<file path="src/rtl/grad_pkg.sv">
package grad_pkg;

    localparam int PIX_W  = 8;
    localparam int GRAD_W = 11;
    localparam int KSIZE  = 3;
    localparam int NTAPS  = KSIZE * KSIZE;

    // Weight for a tap dr rows older and dc columns older than the newest pixel.
    function automatic int kern_coef(input int dr, input int dc);
        int mag;
        mag = (dc == 1) ? 2 : 1;
        if (dr == 0)
            return mag;
        else if (dr == KSIZE - 1)
            return -mag;
        return 0;
    endfunction

endpackage

</file>
<file path="src/rtl/grad_linebuf.sv">
module grad_linebuf
    import grad_pkg::*;
#(
    parameter int IMG_W = 16
) (
    input  logic                              clk,
    input  logic                              rst_n,
    input  logic                              shift_en,
    input  logic [PIX_W-1:0]                  pix_in,
    output logic [NTAPS-1:0][PIX_W-1:0]       taps
);
    // Stored history; together with pix_in, (K-1)*W+K pixels are in flight.
    localparam int DEPTH = (KSIZE - 1) * IMG_W + KSIZE - 1;

    typedef struct packed {
        logic [DEPTH-1:0][PIX_W-1:0] mem;
    } lb_state_t;

    lb_state_t st_d, st_q;

    always_comb begin
        st_d = st_q;
        if (shift_en) begin
            st_d.mem[0] = pix_in;
            for (int i = 1; i < DEPTH; i++)
                st_d.mem[i] = st_q.mem[i-1];
        end
    end

    always_ff @(posedge clk or negedge rst_n) begin
        if (!rst_n)
            st_q <= '0;
        else
            st_q <= st_d;
    end

    // Fixed tap positions: offset dr*W+dc from the newest pixel.
    for (genvar dr = 0; dr < KSIZE; dr++) begin : g_row
        for (genvar dc = 0; dc < KSIZE; dc++) begin : g_col
            localparam int OFF = dr * IMG_W + dc;
            if (OFF == 0) begin : g_newest
                assign taps[dr*KSIZE+dc] = pix_in;
            end else begin : g_stored
                assign taps[dr*KSIZE+dc] = st_q.mem[OFF-1];
            end
        end
    end

    AST_HISTORY_FROZEN: assert property (@(posedge clk) disable iff (!rst_n)
        !shift_en |=> $stable(st_q));

    AST_NEWEST_ENTERS: assert property (@(posedge clk) disable iff (!rst_n)
        shift_en |=> st_q.mem[0] == $past(pix_in));

endmodule

</file>
<file path="src/rtl/grad_pos.sv">
module grad_pos #(
    parameter int IMG_W = 16,
    parameter int IMG_H = 8
) (
    input  logic clk,
    input  logic rst_n,
    input  logic step,
    input  logic sof,
    output logic win_ok
);
    localparam int COL_W = (IMG_W > 1) ? $clog2(IMG_W) : 1;
    localparam int ROW_W = (IMG_H > 1) ? $clog2(IMG_H) : 1;
    localparam logic [COL_W-1:0] COL_LAST = COL_W'(IMG_W - 1);
    localparam logic [ROW_W-1:0] ROW_LAST = ROW_W'(IMG_H - 1);
    localparam logic [COL_W-1:0] COL_MIN  = COL_W'(2);
    localparam logic [ROW_W-1:0] ROW_MIN  = ROW_W'(2);

    typedef struct packed {
        logic [COL_W-1:0] col;
        logic [ROW_W-1:0] row;
    } pos_t;

    pos_t st_d, st_q;
    pos_t cur;

    always_comb begin
        cur    = sof ? '0 : st_q;
        win_ok = (cur.row >= ROW_MIN) && (cur.col >= COL_MIN);
        st_d   = st_q;
        if (step) begin
            if (cur.col == COL_LAST) begin
                st_d.col = '0;
                st_d.row = (cur.row == ROW_LAST) ? '0 : cur.row + 1'b1;
            end else begin
                st_d.col = cur.col + 1'b1;
                st_d.row = cur.row;
            end
        end
    end

    always_ff @(posedge clk or negedge rst_n) begin
        if (!rst_n)
            st_q <= '0;
        else
            st_q <= st_d;
    end

    AST_POS_IN_RANGE: assert property (@(posedge clk) disable iff (!rst_n)
        (st_q.col <= COL_LAST) && (st_q.row <= ROW_LAST));

    AST_SOF_RESTART: assert property (@(posedge clk) disable iff (!rst_n)
        (step && sof) |=> (st_q.row == '0) && (st_q.col == COL_W'(IMG_W > 1 ? 1 : 0)));

endmodule

</file>
<file path="src/rtl/grad_mac.sv">
module grad_mac
    import grad_pkg::*;
(
    input  logic [NTAPS-1:0][PIX_W-1:0] taps,
    output logic signed [GRAD_W-1:0]    grad
);
    int acc;

    always_comb begin
        acc = 0;
        for (int dr = 0; dr < KSIZE; dr++)
            for (int dc = 0; dc < KSIZE; dc++)
                acc = acc + kern_coef(dr, dc) * int'(taps[dr*KSIZE+dc]);
        grad = GRAD_W'(acc);
    end

    always_comb begin
        AST_NO_OVERFLOW: assert (acc >= -1020 && acc <= 1020);
    end

endmodule

</file>
<file path="src/rtl/grad3x3_stream.sv">
module grad3x3_stream
    import grad_pkg::*;
#(
    parameter int IMG_W = 16,
    parameter int IMG_H = 8
) (
    input  logic                     clk,
    input  logic                     rst_n,
    input  logic                     in_valid,
    output logic                     in_ready,
    input  logic [PIX_W-1:0]         in_pix,
    input  logic                     in_sof,
    output logic                     out_valid,
    input  logic                     out_ready,
    output logic signed [GRAD_W-1:0] out_grad
);
    localparam int FILL  = (KSIZE - 1) * IMG_W + KSIZE;
    localparam int CNT_W = $clog2(FILL + 1);

    typedef struct packed {
        logic                     vld;
        logic signed [GRAD_W-1:0] grad;
    } out_t;

    out_t st_d, st_q;
    logic accept;
    logic win_ok;
    logic signed [GRAD_W-1:0] mac_grad;
    logic [NTAPS-1:0][PIX_W-1:0] taps;

    assign in_ready = out_ready;
    assign accept   = in_valid && out_ready;

    grad_linebuf #(.IMG_W(IMG_W)) u_linebuf (
        .clk      (clk),
        .rst_n    (rst_n),
        .shift_en (accept),
        .pix_in   (in_pix),
        .taps     (taps)
    );

    grad_pos #(.IMG_W(IMG_W), .IMG_H(IMG_H)) u_pos (
        .clk    (clk),
        .rst_n  (rst_n),
        .step   (accept),
        .sof    (in_sof),
        .win_ok (win_ok)
    );

    grad_mac u_mac (
        .taps (taps),
        .grad (mac_grad)
    );

    always_comb begin
        st_d = st_q;
        if (out_ready) begin
            st_d.vld = accept && win_ok;
            if (accept && win_ok)
                st_d.grad = mac_grad;
        end
    end

    always_ff @(posedge clk or negedge rst_n) begin
        if (!rst_n)
            st_q <= '0;
        else
            st_q <= st_d;
    end

    assign out_valid = st_q.vld;
    assign out_grad  = st_q.grad;

    // Pixels accepted since the last frame start, saturating at FILL.
    logic [CNT_W-1:0] fill_q;
    always_ff @(posedge clk or negedge rst_n) begin
        if (!rst_n)
            fill_q <= '0;
        else if (accept) begin
            if (in_sof)
                fill_q <= CNT_W'(1);
            else if (fill_q < CNT_W'(FILL))
                fill_q <= fill_q + 1'b1;
        end
    end

    AST_NO_EARLY_RESULT: assert property (@(posedge clk) disable iff (!rst_n)
        (accept && win_ok) |-> (!in_sof && fill_q >= CNT_W'(FILL - 1)));

    AST_STALL_HOLDS: assert property (@(posedge clk) disable iff (!rst_n)
        !out_ready |=> (out_valid == $past(out_valid)) && $stable(out_grad));

    AST_IDLE_CLEARS: assert property (@(posedge clk) disable iff (!rst_n)
        (out_ready && !in_valid) |=> !out_valid);

    AST_RESULT_RANGE: assert property (@(posedge clk) disable iff (!rst_n)
        out_valid |-> (out_grad >= -1020 && out_grad <= 1020));

endmodule

</file>
<file path="config.mk">
export PLATFORM = sky130hd
export DESIGN_NAME = grad3x3_stream
export DESIGN_NICKNAME = d
export VERILOG_FILES = /design/src/rtl/grad_pkg.sv /design/src/rtl/grad_linebuf.sv /design/src/rtl/grad_pos.sv /design/src/rtl/grad_mac.sv /design/src/rtl/grad3x3_stream.sv
export SDC_FILE = /design/constraint.sdc
export NUM_CORES = 1
export LEC_CHECK = 0
export BUFFER_PORTS_ARGS = -buffer_cell sky130_fd_sc_hd__buf_2
export CORE_MARGIN = 4
export CORE_UTILIZATION = 40
export CTS_BUF_LIST = sky130_fd_sc_hd__clkbuf_8 sky130_fd_sc_hd__clkbuf_16
export DETAILED_ROUTE_END_ITERATION = 16
export MAX_ROUTING_LAYER = met4
export PLACE_DENSITY_LB_ADDON = 0.25
export REMOVE_ABC_BUFFERS = 1
export SLEW_MARGIN = 20
export SYNTH_ARGS = -nofsm -noshare
export SYNTH_HDL_FRONTEND = slang
export SYNTH_HIERARCHICAL = 1
export SYNTH_SLANG_ARGS = --single-unit
</file>
<file path="constraint.sdc">
create_clock -name clk -period 12.85 [get_ports clk]
set_input_delay 0.6425 -clock clk [delete_from_list [all_inputs] [get_ports clk]]
set_output_delay 0.6425 -clock clk [all_outputs]
set_load 0.005 [all_outputs]
</file>
; After elaboration in Yosys (flattened, before gate mapping)
; Index checks and enable logic that the tools add are counted.
[op_classes]
order_cmp = 2
n_eq_ne = 2
div_mod_pow = 0
n_bitwise = 0
reduce_logical = 4
shift = 0
add_sub_neg = 10
mux = 3
multipliers = 0
[op_table]
columns = cell, n
row1 = $add 11x11->11, 3
row2 = $neg 8->11, 2
row3 = $mux 7, 2
row4 = $add 11x9->11, 1
row5 = $add 8x9->10, 1
row6 = $neg 8->10, 1
row7 = $add 4x1->4 const B, 1
row8 = $eq 4x4->1 const B, 1
row9 = $ge 4x2->1 const B, 1
row10 = $add 3x1->3 const B, 1
row11 = $eq 3x3->1 const B, 1
row12 = $ge 3x2->1 const B, 1
row13 = $logic_and 1x1->1, 3
row14 = $mux 3, 1
row15 = $reduce_and 2->1, 1
[word_totals]
elab_cells = 59
ram_bits = 0
memories = 0
ff_bits = 291
latch_bits = 0
out_inout_bits = 13
rom_bits = 0
in_bits = 13

; Longest topological paths before layout
[logic_depth]
ltp_word = 5
depth_mapped = 18

; By module
; The synthesis kept the hierarchy.
[modules_own_cells]
columns = module, instances, cells_per_inst, seq_area_each_um2, area_per_inst_um2
row1 = grad_linebuf, 1, 646, 6806.5, 10944.2
row2 = grad_mac, 1, 177, 0.0, 1458.9
row3 = grad3x3_stream, 1, 29, 300.3, 503.0
row4 = grad_pos, 1, 46, 175.2, 441.7

; Least setup slack after synthesis
; Ideal clock, no wire load.
[synth_timing]
kind = register -> register
from = register u_linebuf.st_q (netlist bit u_linebuf/taps[60])
to = register st_q (netlist bit out_grad[10])
arrival_time_ns = 3.964
setup_time_ns = 0.125
path_buffers = 1
setup_slack_ns = 8.761
path_stages_with_launch = 16
path_cell_list = dfrtp_1 buf_4 or4_4 nor2_1 xnor2_1 fa_1 inv_1 fa_1 fa_1 inv_1 ha_1 a31oi_1 nand2_1 o31ai_1 xnor2_1 mux2_2
[synth_via]
elab_chain_len = 3
[synth_rtl]
columns = item, line_no
row1 = start: declaration, grad_linebuf.sv:19  ; lb_state_t st_d, st_q;
row2 = start signal: assignment, grad_linebuf.sv:34  ; st_q <= st_d;
row3 = $neg 8->10, grad_mac.sv:13  ; acc = acc + kern_coef(dr, dc) * int'(taps[dr*KSIZE+dc]);
row4 = $add 11x11->11 (2 in series), grad_mac.sv:13
row5 = via mac_grad[10], grad3x3_stream.sv:28  ; logic signed [GRAD_W-1:0] mac_grad;
row6 = end signal: assignment, grad3x3_stream.sv:68  ; st_q <= st_d;
row7 = end: declaration, grad3x3_stream.sv:25  ; out_t st_d, st_q;
; The timed path passes the listed nets, and every way through them passes these cells.
; A chain may end at the register's enable or synchronous reset.

; Worst setup path after layout
; Ends and elaborated chain as after synthesis.

==> out/qor.txt <==
drt pass-1 iters - 4
Post-CTS Hold Buffers - 0
Critical Path AT - 4.65 ns
die footprint - 35900 sq um
Worst-path clk slew - 0.06 ns
Sink Count - 291
VDD IR max - 0.107 mV
GRT Resource Usage Total - 0.109
share of layout cells above drive strength 1 - 0.423
R2R Path Start - u_linebuf/taps[60]$_DFFE_PN0P_
pwr/cell area - 194 nW/um^2
synthesized instance count - 874
RD Place Congestion - 0.710
first-pass GRT wire length - 32400 um
final period utilization - 0.328
# IOs - 26
placed insts - 1261
final net count - 913
area occupied by multi-input gates - 4970 sq um
crit-path max cell delay - 0.57 ns
metal1 wirelength - 9060 um
Final Slew Violations - 0
worst hold path class - in2async
setup bufs post-CTS - 0
ANT nets after route - 0
yosys warns - 6
minimum period implied by the final worst setup slack - 4.22 ns
max_slew headroom - 0.303
die height - 189 um
skew final - 0.0105 ns
largest net degree at the start of global routing - 192
Area growth syn-to-layout - 8.91%
R2R setup slack - 8.63 ns
Routed WL per cell - 13.9 um
Slew @ Worst Pin - 1.05 ns
metal3 WL - 567 um
clock buffer depth - 3
crit start category - register
Critical Path RT - 13.28 ns
final hold violation count - 0
fill count - 2946
Initial Utilization - 0.405
Routed Wire Length - 18300 um
maxcap violations - 0
Num CTS Buffers - 31
crit-path most repeated cell - fa_1
RSZ-0062 raised after global routing - false
number of vias per cell - 4.64
leakage - 7.08 nW
Top Layer Used - met4
antenna violations before repair - 0
syn_area_per_cell - 15.1 sq um
endpoints failing setup - 0
CTS tree - yes
grt total ovfl - 0
later-pin clock latency in the skew report - 0.55 ns
initial DRC count - 341
Fmax - 237 MHz
CP Cell Sequence - or4_4 -> nor2_1 -> xnor2_1 -> fa_1 -> inv_1 -> fa_1 -> fa_1 -> inv_1 -> ha_1 -> a21oi_1 -> nand2_1 -> o31ai_1 -> xnor2_1 -> mux2_2
R2R depth - 14
status - completed
Buffers on Ports - 25
Post-DP HPWL - 10700 um
kind of critical path - reg2reg
Non-Filler Instances - 1319
area of the core - 32500 sq um
Setup TNS Final - 0 ns
# DRC - 0
slowest cell on the critical path - or4_4
DR WL met2 - 8330 um
cell area after synthesis - 13200 sq um
diode count - 0
num rows - 66
delay-heaviest family, CP - adder cells
RR Endpoint - out_grad[10]$_DFFE_PN0P_
Crit Path Max Fanout - 5
Setup crit end kind - register
vias in the first global route - 6496
CTS Root Cell - clkbuf_16
Max H-tree Level - 1
Die Wd - 189 um
routed vias - 6119
CP bufs+invs - 2
Sequential Area - 7280 sq um
CTS resizes - 0
-- metal layers --
layer | up-vias | GRT usage
met5 | - | -
met4 | 0 | 0.0234
met3 | 30 | 0.0223
met2 | 50 | 0.164
met1 | 3172 | 0.154
li1 | 2867 | -
-- sequential cells by signal, indices dropped and copies added (netlist names) --
register        cells
u_linebuf/st_q    208
u_linebuf/taps     64
out_grad           11
u_pos/st_q          7
out_valid           1
-- where the power goes --
group	internal (mW)	switching (mW)	leakage, nW
combinational	0.384	0.280	2.71
sequential	1.12	0.115	3.83
clock	0.529	0.351	0.535
total	2.04	0.746	7.08
-- area by class of cell --
| cell class | count | share of cell area |
|---|---|---|
| timing repair buffer | 29 | 0.0147 |
| multi-input combinational | 424 | 0.347 |
| sequential | 291 | 0.508 |
| clock inverter | 17 | 0.00951 |
| clock buffer | 40 | 0.0627 |
| inverter | 76 | 0.0199 |
| tap | 442 | 0.0386 |
-- cell usage in the layout, fill, tap and decap left out, types with 3 or more instances in the layout --
cell type and instances:
o22ai_1 4, nand2_1 4, inv_1 82, xor2_1 5, clkbuf_16 31, dfrtp_1 291, nor3_1 5, nor2_1 8
clkbuf_8 9, xnor2_1 8, o21ai_0 4, nor4_1 3, a21oi_1 8, fa_1 31, ha_1 16, mux2_2 194
clkinv_2 6, nand3_1 5, nor2b_1 7, mux2_4 89, buf_2 24
-- worst register-to-register path, delay by kind of cell, from the launching register on --
kind / cells / cell delay [ns]
AOI/OAI and AO/OA: 2 / 0.61
adders and majority gates: 4 / 1.73
buffers and inverters: 2 / 0.09
DFF: 1 / 0.43
and+or+nand+nor: 3 / 0.79
xor gates and xnor gates: 2 / 0.19
muxes: 1 / 0.26
-- through the flow --
| stage | area, sq um | hold slack, ns | power (mW) | util | worst slack (ns) |
|---|---|---|---|---|---|
| after global placement | 13300 | 0.458 | 1.92 | 0.408 | 8.67 |
| final | 14300 | 0.0932 | 2.78 | 0.441 | 8.63 |
| after global routing | 14300 | 0.181 | 2.98 | 0.441 | 8.39 |
| after CTS | 14300 | 0.140 | 2.84 | 0.440 | 8.62 |
| after floorplan | 12500 | 0.347 | 1.77 | - | 7.40 |
| after detailed placement | 13300 | 0.465 | 1.93 | 0.408 | 8.62 |
-- how the worst max path moves through the flow --
stage	slack, ns	startpoint	end	cells after the start
after global routing	8.39	u_linebuf/taps[60]$_DFFE_PN0P_	out_grad[10]$_DFFE_PN0P_	14
after CTS	8.62	u_linebuf/taps[60]$_DFFE_PN0P_	out_grad[10]$_DFFE_PN0P_	14
after global placement	8.67	u_linebuf/taps[60]$_DFFE_PN0P_	out_grad[10]$_DFFE_PN0P_	14
final	8.63	u_linebuf/taps[60]$_DFFE_PN0P_	out_grad[10]$_DFFE_PN0P_	14
after detailed placement	8.62	u_linebuf/taps[60]$_DFFE_PN0P_	out_grad[10]$_DFFE_PN0P_	14
after floorplan	7.40	in_valid	u_pos/st_q[5]$_DFFE_PN0P_	4
No activity file was read; power rests on OpenSTA's default activity.
